## src/rtl/gpio_port_pkg.sv

```systemverilog
// Package: register addresses and control-bit positions shared by the GPIO port.
package gpio_port_pkg;
    localparam logic [1:0] ADDR_DIR   = 2'd0;
    localparam logic [1:0] ADDR_STATE = 2'd1;
    localparam logic [1:0] ADDR_IEN   = 2'd2;
    localparam logic [1:0] ADDR_CTRL  = 2'd3;

    localparam int CTRL_LATCH = 0;
    localparam int CTRL_MODEM = 1;
    localparam int CTRL_SWRST = 3;
endpackage

```

## src/rtl/gpio_sync.sv

```systemverilog
// gpio_sync: multi-stage level synchroniser for W asynchronous inputs.
// Assumes inputs are quasi-static relative to clk; adds STAGES cycles of latency.
module gpio_sync #(
    parameter int W      = 4,
    parameter int STAGES = 2
) (
    input  logic         clk,
    input  logic         rst_n,
    input  logic [W-1:0] d,
    output logic [W-1:0] q
);
    logic [STAGES-1:0][W-1:0] chain;

    // Shift the pin levels through the flop chain.
    always_ff @(posedge clk) begin
        if (!rst_n) begin
            chain <= '0;
        end else begin
            chain[0] <= d;
            for (int s = 1; s < STAGES; s++) chain[s] <= chain[s-1];
        end
    end

    assign q = chain[STAGES-1];
endmodule

```

## src/rtl/gpio_regs.sv

```systemverilog
// gpio_regs: direction, output, enable and control registers with soft reset.
// Assumes one-cycle write strobes; a control write with the reset bit set
// only arms the pulse, which clears all registers on the following edge.
module gpio_regs
    import gpio_port_pkg::*;
#(
    parameter int W  = 4,
    parameter int DW = 8
) (
    input  logic          clk,
    input  logic          rst_n,
    input  logic [1:0]    addr,
    input  logic          wr_en,
    input  logic [DW-1:0] wdata,
    output logic [W-1:0]  dir_q,
    output logic [W-1:0]  out_q,
    output logic [W-1:0]  ien_q,
    output logic          latch_mode,
    output logic          modem_en,
    output logic          swrst
);
    logic unused_wdata_hi;
    assign unused_wdata_hi = ^wdata[DW-1:W];

    // Register writes; hard reset and the soft-reset pulse both clear everything.
    always_ff @(posedge clk) begin
        if (!rst_n || swrst) begin
            dir_q      <= '0;
            out_q      <= '0;
            ien_q      <= '0;
            latch_mode <= 1'b0;
            modem_en   <= 1'b0;
            swrst      <= 1'b0;
        end else if (wr_en) begin
            unique case (addr)
                ADDR_DIR:   dir_q <= wdata[W-1:0];
                ADDR_STATE: out_q <= wdata[W-1:0];
                ADDR_IEN:   ien_q <= wdata[W-1:0];
                ADDR_CTRL: begin
                    if (wdata[CTRL_SWRST]) begin
                        swrst <= 1'b1;
                    end else begin
                        latch_mode <= wdata[CTRL_LATCH];
                        modem_en   <= wdata[CTRL_MODEM];
                    end
                end
                default: ;
            endcase
        end
    end
endmodule

```

## src/rtl/gpio_chg_detect.sv

```systemverilog
// gpio_chg_detect: per-pin change detection against a reference, with an
// optional capture of the level that caused the change.
// Assumes pin_s is already synchronised; state_rd is the acknowledge strobe.
module gpio_chg_detect #(
    parameter int W = 4
) (
    input  logic         clk,
    input  logic         rst_n,
    input  logic         clr,
    input  logic [W-1:0] pin_s,
    input  logic [W-1:0] dir_q,
    input  logic [W-1:0] ien_q,
    input  logic         latch_mode,
    input  logic         state_rd,
    output logic [W-1:0] in_view,
    output logic         irq
);
    logic [W-1:0] pend;

    for (genvar i = 0; i < W; i++) begin : g_pin
        logic ref_q, cap_pend, cap_val;
        logic watch, live;

        assign watch = ien_q[i] & ~dir_q[i];
        assign live  = watch & (pin_s[i] ^ ref_q);

        // Reference tracking and capture state for one pin.
        always_ff @(posedge clk) begin
            if (!rst_n || clr) begin
                ref_q    <= 1'b0;
                cap_pend <= 1'b0;
                cap_val  <= 1'b0;
            end else begin
                if (state_rd || !watch) ref_q <= pin_s[i];
                if (state_rd || !latch_mode || !watch) begin
                    cap_pend <= 1'b0;
                end else if (live && !cap_pend) begin
                    cap_pend <= 1'b1;
                    cap_val  <= pin_s[i];
                end
            end
        end

        assign in_view[i] = cap_pend ? cap_val : pin_s[i];
        assign pend[i]    = latch_mode ? cap_pend : live;
    end

    assign irq = |pend;
endmodule

```

## src/rtl/gpio_chg_port.sv

```systemverilog
// gpio_chg_port: four-pin GPIO port with register bus and change interrupt.
// Assumes one-cycle read/write strobes; rdata is combinational on addr.
module gpio_chg_port
    import gpio_port_pkg::*;
#(
    parameter int W      = 4,
    parameter int DW     = 8,
    parameter int STAGES = 2
) (
    input  logic          clk,
    input  logic          rst_n,
    input  logic [1:0]    addr,
    input  logic          wr_en,
    input  logic          rd_en,
    input  logic [DW-1:0] wdata,
    output logic [DW-1:0] rdata,
    input  logic [W-1:0]  pin_in,
    output logic [W-1:0]  pin_out,
    output logic [W-1:0]  pin_oe,
    output logic          irq,
    output logic          modem_en,
    output logic          sw_rst_pulse
);
    logic [W-1:0] pin_s, dir_q, out_q, ien_q, in_view;
    logic         latch_mode, swrst, state_rd;

    assign state_rd = rd_en && (addr == ADDR_STATE);

    gpio_sync #(.W(W), .STAGES(STAGES)) u_sync (
        .clk(clk), .rst_n(rst_n), .d(pin_in), .q(pin_s)
    );

    gpio_regs #(.W(W), .DW(DW)) u_regs (
        .clk(clk), .rst_n(rst_n), .addr(addr), .wr_en(wr_en), .wdata(wdata),
        .dir_q(dir_q), .out_q(out_q), .ien_q(ien_q),
        .latch_mode(latch_mode), .modem_en(modem_en), .swrst(swrst)
    );

    gpio_chg_detect #(.W(W)) u_det (
        .clk(clk), .rst_n(rst_n), .clr(swrst), .pin_s(pin_s),
        .dir_q(dir_q), .ien_q(ien_q), .latch_mode(latch_mode),
        .state_rd(state_rd), .in_view(in_view), .irq(irq)
    );

    // Read-data multiplexer, unused upper bits forced to zero.
    always_comb begin
        rdata = '0;
        unique case (addr)
            ADDR_DIR:   rdata[W-1:0] = dir_q;
            ADDR_STATE: rdata[W-1:0] = (dir_q & out_q) | (~dir_q & in_view);
            ADDR_IEN:   rdata[W-1:0] = ien_q;
            ADDR_CTRL: begin
                rdata[CTRL_LATCH] = latch_mode;
                rdata[CTRL_MODEM] = modem_en;
                rdata[CTRL_SWRST] = swrst;
            end
            default: ;
        endcase
    end

    assign pin_out      = out_q;
    assign pin_oe       = dir_q;
    assign sw_rst_pulse = swrst;
endmodule

```

## config.mk

```make
export PLATFORM = sky130hd
export DESIGN_NAME = gpio_chg_port
export DESIGN_NICKNAME = d
export VERILOG_FILES = /design/src/rtl/gpio_port_pkg.sv /design/src/rtl/gpio_sync.sv /design/src/rtl/gpio_regs.sv /design/src/rtl/gpio_chg_detect.sv /design/src/rtl/gpio_chg_port.sv
export SDC_FILE = /design/constraint.sdc
export NUM_CORES = 1
export LEC_CHECK = 0
export ABC_AREA = 1
export BUFFER_PORTS_ARGS = -buffer_cell sky130_fd_sc_hd__buf_2
export CAP_MARGIN = 5
export CORE_MARGIN = 2
export CORE_UTILIZATION = 50
export DETAILED_ROUTE_END_ITERATION = 10
export HOLD_SLACK_MARGIN = 0.1
export PLACE_DENSITY = 0.75
export SLEW_MARGIN = 20
export SYNTH_ARGS = -nofsm -noshare
export SYNTH_HDL_FRONTEND = slang
export SYNTH_SLANG_ARGS = --single-unit
```

## constraint.sdc

```tcl
create_clock -name clk -period 1.48 [get_ports clk]
set_clock_uncertainty 0.2 [all_clocks]
set_input_delay 0.296 -clock clk [delete_from_list [all_inputs] [get_ports clk]]
set_output_delay 0.296 -clock clk [all_outputs]
set_load 0.03 [all_outputs]
```

# == After elaboration in Yosys (flattened, before gate mapping) ==
# Index checks and enable logic that the tools add are counted.
# totals
ff_bits,35
input_bits,18
wordCells,99
# classes
eq_ne,3
n_mux,11
bitwise,25
reduce_logical,40
# ops
cell,n
$reduce_and A2 Y1,7
$logic_not A1 Y1,10
$logic_or A1 B1 Y1,10
$not A1 Y1,9
$and A1 B1 Y1,8
$and A4 B4 Y4,2
$mux W1,8
$pmux W2 S4,1
$reduce_or A2 Y1,4
$reduce_and A3 Y1,2
$logic_and A1 B1 Y1,5
$eq A2 B2 Y1 const B,2
$not A4 Y4,1
$or A4 B4 Y4,1
$pmux W1 S4,1
$reduce_or A4 Y1,1
$xor A1 B1 Y1,4
$pmux W1 S3,1
$eq A2 B1 Y1 const B,1
$logic_not A2 Y1,1

# == Depth between registers and ports, before layout ==
# Gate-level depths: netlist (run 1).
# logic_depth
depth_word,6
mapped_depth,7
ltp_nobuf,7

# == Hierarchy ==
# Synthesis (run 1) repeated with hierarchy kept, for this count alone.
# unflattened
cells_unflattened,286
hier_area_um2,1915.6
# modules_own_cells
module,instances,cells_per_inst,area_per_inst_um2
gpio_chg_detect,1,112,742.0
gpio_regs,1,94,676.9
gpio_sync,1,29,255.2
gpio_chg_port,1,51,241.5

# == Worst setup path before layout (run 1) ==
# OpenSTA, ideal clock, no wires.
# synth_timing
path_kind,flip-flop to output port
startpoint,register u_regs.dir_q[1]
endpoint,output port irq
arrival_ns,1.128
slack_ns,-0.144
stages_incl_launch_ff,5
path_buffers,0
cell_sequence,dfxtp_1 nor2_1 nand3_1 nand3_1 o21a_1
# synth_between
elab_chain_cells,5
# synth_rtl
item,line_no,source
"start, declared",gpio_regs.sv:15,"output logic [W-1:0] dir_q,"
"start signal, assigned",gpio_regs.sv:36,ADDR_DIR: dir_q <= wdata[W-1:0];
$not A1 Y1,gpio_chg_detect.sv:24,assign watch = ien_q[i] & ~dir_q[i];
$and A1 B1 Y1,gpio_chg_detect.sv:24,
$and A1 B1 Y1,gpio_chg_detect.sv:25,assign live = watch & (pin_s[i] ^ ref_q);
$mux W1,gpio_chg_detect.sv:45,assign pend[i] = latch_mode ? cap_pend : live;
$reduce_or A4 Y1,gpio_chg_detect.sv:48,assign irq = |pend;
"end, declared",gpio_chg_port.sv:20,"output logic irq,"
# No other way between the ends.

# == Worst setup path in the final report (run 1) ==
# layout_timing
startpoint,register u_regs.ien_q[1]
endpoint,output port irq
# layout_between
elab_chain_cells,4
# layout_rtl
item,line_no,source
"start, declared",gpio_regs.sv:17,"output logic [W-1:0] ien_q,"
"start signal, assigned",gpio_regs.sv:38,ADDR_IEN: ien_q <= wdata[W-1:0];
$and A1 B1 Y1,gpio_chg_detect.sv:24,
$and A1 B1 Y1,gpio_chg_detect.sv:25,
$mux W1,gpio_chg_detect.sv:45,
$reduce_or A4 Y1,gpio_chg_detect.sv:48,
# No other way between the ends.

==> impl_metrics.yaml, run 1 <==
sta:
  fin_crit_sh_pct: 123
  timing.fmax_mhz: 549
  timing.final.ws_setup_ps: -341
  min_period_ps: 1820
  drv_slew: 0
  finalSetupViolCount: 7
  rsz0062_at_grt: "yes"
  hold_violations: 0
global_routing:
  grt_first_pass_wirelength_um: 6110
  grt_overflow: 0
  grt.total_usage_pct: 23.5
  grt_max_degree: 15
  grt_pass1_vias: 1460
  antenna_found_initial: 0
floorplanning:
  io-pin-count: 37
  die_h_um: 59.7
  die_w_um: 59.7
  die-area_um2: 3570
  core_um2: 3000
  start_util_pct: 51.7
  rows: 20
layout:
  layout-drive-gt1-share_pct: 36.9
  syn_to_final_growth_pct: 48.0
  num_antenna_cells: 0
  fin_nets: 312
  fin_cells: 328
  fillers: 233
route:
  wire_per_inst_um: 11.5
  routed_wl_um: 3770
  dr_total_vias: 1613
  ant_nets: 0
  via_per_inst: 4.92
  drt_iter0_drc: 93
  drc: 0
  drt_pre_antenna_iters: 4
synthesis:
  synth_area_um2: 1550
  synthArstFlopShare_pct: 0
  synth.distinct_cells: 19
  synth.top_cell.area_share_pct: 45.1
  yosys.area.top_type: "dfxtp_1"
  syn_avg_cell_area_um2: 6.93
  synth-seq-cells: 35
  synth_edf_count: 0
  synth_ff_type: "dfxtp_1"
  synth.yosys.seq_area_share_pct: 45.1
  syn_inst: 224
  yosys-top-cells-count: "nand2_1 (41), inv_1 (38), dfxtp_1 (35), o21ai_0 (28), nor2_1 (26)"
  synthTopCellsByArea: "dfxtp_1 (45%), nand2_1 (9.9%), inv_1 (9.2%), o21ai_0 (9.0%), a21oi_1 (7.4%)"
  synth_most_common_cell: "nand2_1"
  yosys_warnings: 0
worst_setup_path:
  cp_max_fo: 2
  path_cells: "inv_2 > nor2_4 > nand3_2 > nand3_2 > o21a_1 > buf_6"
  cpPeakStageDelay_ps: 340
  cp_top_family: "flip-flops"
  critPathKind: "reg2out"
  reg2reg_slack_ps: -60
  cp_num_buf_inv: 2
  worstSetupEndpointType: "output port"
  critPathRequiredTime_ps: 980
  critPathSlowestCell: "dfxtp_2"
  crit_top_cell: "nand3_2"
  worstPathArrival_ps: 1320
  startpoint_type: "flip-flop"
clock_tree:
  clk_path_buf_depth: 2
  cts.clk_slew.worst_paths_ps: 120
  numCtsBuffers: 5
  cts-root-buf: "clkbuf_4"
  clock-sinks: 35
  cts_max_level: 2
  clk_latency_ps: 350
  cts_tree: "built"
place:
  dp_hpwl_um: 2620
  gp_congestion: 0.884
  portBuffers: 28
  placedCellCount: 302
power:
  p_total_mw: 2.22
  leakage_nw: 1.07
  ir_drop_mv: 1.24
  power_density_nw_per_um2: 965
flow_run:
  drv_cap: 0
outcome:
  status: "finished, violations left"
  violations: "negative setup slack"
worst_hold_path:
  hold_class: "in2reg"
## registers in the layout, indices dropped and copies added (netlist names)
| register | cells |
|---|---|
| u_sync.q | 4 |
| u_det.g_pin.cap_val | 4 |
| u_det.g_pin.cap_pend | 4 |
| u_regs.ien_q | 4 |
| u_regs.out_q | 4 |
| u_sync.chain | 4 |
| u_regs.modem_en | 1 |
| u_det.g_pin.ref_q | 4 |
| u_regs.latch_mode | 1 |
| u_regs.dir_q | 4 |
| u_regs.swrst | 1 |
## routing by layer
| metal | vias up | GRT usage (%) | wire, µm |
|---|---|---|---|
| met5 | - | 0 | 0 |
| met4 | 0 | 13.7 | 87 |
| met3 | 8 | 4.76 | 207 |
| met2 | 51 | 39.1 | 1750 |
| met1 | 701 | 27.8 | 1720 |
| li1 | 853 | - | - |
## repair_timing
| item | in CTS | in global routing |
|---|---|---|
| resized for setup | 57 | 13 |
| endpoints found under the hold margin | 22 | 0 |
| setup buffers | 2 | 5 |
| cloned | 0 | 1 |
| pin swaps | 6 | 5 |
| setup endpoints to repair | 10 | 18 |
| hold buffers | 10 | 0 |
## worst min-delay path, stage by stage
cell and delay [ps]:
buf_2 100, nor3_1 60, inv_1 90, a21oi_1 80
## cell usage in the layout, fill, tap and decap left out, drive strengths merged, types with 6 or more instances in the layout
cell,instances
nor2,27
a21oi,23
clkbuf,6
dfxtp,35
o21ai,28
nand2,41
buf,56
inv,39
nand3,12
dlygate4sd3,10
## worst paths after layout
path | to | startpoint | cells after the start
worst min register to register | u_sync.q[3] | u_sync.chain[3] | 2
worst max-delay path | irq | u_regs.ien_q[1] | 6
worst max register to register | u_det.g_pin[3].cap_val | u_regs.ien_q[3] | 10
worst min-delay path | u_regs.latch_mode | wdata[3] | 4
## cells by family after synthesis
kind of cell,share of synthesized area [%]
flops,45.1
simple gates,22.6
compound gates,19.6
other cells,0.242
buf+inv,12.5
## metrics by stage
step	area [µm²]	hold WS (ps)	setup slack, ps	util, %	setup TNS, ps
after floorplan	1580	190	-122	-	-362
after global placement	1870	194	-134	62.3	-555
after detailed placement	1870	200	-154	62.3	-667
after CTS	2220	76.6	-343	74.0	-1560
after global routing	2300	119	-420	76.5	-2270
final	2300	102	-341	76.5	-1620
## final cells by class
type	instances	area, µm²	area share, %
Multi-Input combinational cell	146	758	33.0
Clock buffer	5	37.5	1.63
Tap cell	33	41.3	1.80
Clock inverter	3	67.6	2.94
Inverter	39	151	6.59
Sequential cell	35	718	31.2
Timing Repair Buffer	67	524	22.8
## power by group
| group | total (mW) | internal, mW | switching [mW] |
|---|---|---|---|
| registers | 0.999 | 0.979 | 0.0196 |
| clock network | 0.859 | 0.525 | 0.334 |
| logic | 0.361 | 0.154 | 0.207 |
No activity file was read; power rests on OpenSTA's default activity.
==> inputs of run 2 (changes only) <==
--- a/config.mk
+++ b/config.mk
@@ -6,13 +6,12 @@
 export NUM_CORES = 1
 export LEC_CHECK = 0
 export ABC_AREA = 1
-export BUFFER_PORTS_ARGS = -buffer_cell sky130_fd_sc_hd__buf_2
 export CAP_MARGIN = 5
 export CORE_MARGIN = 2
 export CORE_UTILIZATION = 50
 export DETAILED_ROUTE_END_ITERATION = 10
+export DONT_BUFFER_PORTS = 1
 export HOLD_SLACK_MARGIN = 0.1
-export PLACE_DENSITY = 0.75
 export SLEW_MARGIN = 20
 export SYNTH_ARGS = -nofsm -noshare
 export SYNTH_HDL_FRONTEND = slang
==> impl_metrics.yaml, run 2 (same netlist as run 1, synthesis figures left out) <==
outcome:
  status: "finished, violations left"
  violations: "negative setup slack"
sta:
  drv_slew: 0
  rsz0062_at_grt: "yes"
  timing.final.ws_setup_ps: -355
  min_period_ps: 1830
  hold_violations: 0
  fin_crit_sh_pct: 124
  timing.fmax_mhz: 545
  finalSetupViolCount: 10
power:
  swShare_pct: 29.4
  leakage_nw: 1.04
  sequentialPowerShare_pct: 53.6
  power_density_nw_per_um2: 813
  ir_drop_mv: 0.500
  p_comb_share_pct: 19.9
  pwr-share-clk_pct: 26.6
  p_int_mw: 1.32
  switchingPower_uw: 550
route:
  ant_nets: 0
  dr_total_vias: 1775
  wire_per_inst_um: 14.4
  routed_wl_um: 4590
  drc: 0
  drt_iter0_drc: 134
  drt_pre_antenna_iters: 5
  via_per_inst: 5.56
layout:
  fin_cells: 319
  seq_area_um2: 727
  layout-drive-gt1-share_pct: 37.8
  num_antenna_cells: 0
  syn_to_final_growth_pct: 48.3
  multiInputGateArea_um2: 796
  final_cell_mix: "nand2_1 (37), buf_4 (32), inv_1 (28)"
  fin_nets: 303
  final_common_cell: "nand2_1"
  fillers: 221
floorplanning:
  rows: 20
  start_util_pct: 51.7
  io-pin-count: 37
  core_um2: 3000
  die-area_um2: 3570
  die_h_um: 59.7
  die_w_um: 59.7
global_routing:
  grt_first_pass_wirelength_um: 6820
  grt_max_degree: 25
  grt_overflow: 0
  grtUsageMet2_pct: 43.2
  antenna_found_initial: 0
  grt_pass1_vias: 1591
  use_met1_pct: 30.8
  grt.total_usage_pct: 25.8
  grtUsageMet3_pct: 5.84
  grt_busiest_layer: "met2"
worst_setup_path:
  r2r-start: "u_regs.ien_q[0]"
  startpoint_type: "flip-flop"
  reg2reg_slack_ps: -50
  crit_path_start: "u_sync.q[0]"
  critPathRequiredTime_ps: 980
  critPathKind: "reg2out"
  worstPathArrival_ps: 1340
  worstSetupEndpointType: "output port"
  cp_max_fo: 4
worst_hold_path:
  hold_start: "wr_en"
  hold_class: "in2reg"
clock_tree:
  clk_latency_ps: 350
  clock-sinks: 35
  numCtsBuffers: 5
  cts_max_level: 2
  cts_tree: "built"
  cts.clk_slew.worst_paths_ps: 110
  clk_path_buf_depth: 2
  cts-root-buf: "clkbuf_4"
place:
  gp_congestion: 0.913
  placedCellCount: 283
  pre_cts_slack_ps: -77.4
  portBuffers: 0
  dp_hpwl_um: 2860
flow_run:
  drv_cap: 0
==> run 2: changes by cell type in the layout (fill, tap and decap cells not counted), sizes merged <==
cell / previous run / this run
buf: 56 / 45
bufinv: 2 / 0
dlygate4sd3: 10 / 12
clkbuf: 6 / 7
clkinv: 0 / 1
clkinvlp: 1 / 0
dlymetal6s4s: 0 / 1
==> run 2: per-stage QoR <==
step	TNS (ps)	util (%)	cell area (µm²)	total power, mW	hold WS (ps)
floorplan	-362	-	1580	1.20	190
global placement	-50.1	60.8	1820	1.28	191
detailed placement	-168	60.8	1820	1.29	197
CTS	-3080	72.6	2180	1.86	100
global route	-2520	76.7	2300	1.96	125
finish	-1930	76.7	2300	1.87	102
==> run 2: path summary, 6_finish.rpt <==
| path | to | cells past startpoint |
|---|---|---|
| min | u_regs.ien_q[2] | 2 |
| max reg2reg | u_det.g_pin[0].cap_val | 10 |
| max | irq | 6 |
| min reg2reg | u_sync.q[3] | 2 |
==> run 2: what timing repair did <==
action | CTS | global route
endpoints found under the setup margin | 7 | 34
hold buffers | 13 | 0
cloned | 0 | 0
resized for setup | 53 | 25
endpoints found under the hold margin | 24 | 0
pin swaps | 14 | 14
buffers inserted | 8 | 8
==> run 2: cell type report <==
class / count / area share [%]
flip-flops and latches: 35 / 31.6
inverters: 39 / 6.58
clock buffers: 7 / 1.96
repair buffers: 58 / 23.3
multi-input cells: 146 / 34.6
clock inverters: 1 / 0.217
well taps: 33 / 1.79
==> run 2: power groups by stage <==
| stage | registers (mW) | clock network, mW | logic, mW |
|---|---|---|---|
| 6_report | 1.00 | 0.497 | 0.372 |
| 5_1_grt | 1.01 | 0.560 | 0.397 |
| 4_1_cts | 1.00 | 0.515 | 0.344 |
| 3_5_place_dp | 1.02 | 0 | 0.274 |
| 3_3_place_gp | 1.01 | 0 | 0.267 |
| 2_1_floorplan | 1.04 | 0 | 0.156 |
==> run 2: metal layers <==
metal  share of wire [%]  up-vias
li1                    -      836
met1                  40      822
met3                 8.3       13
met2                  50      104
met5                   0        -
met4                 2.1        0
==> run 2: critical path, cell delays in order, from the launching register on <==
cell and delay [ps]:
dfxtp_2 340, inv_2 70, nand2_1 70, nand3_2 100, nand2_2 50, o21a_1 220
buf_12 150
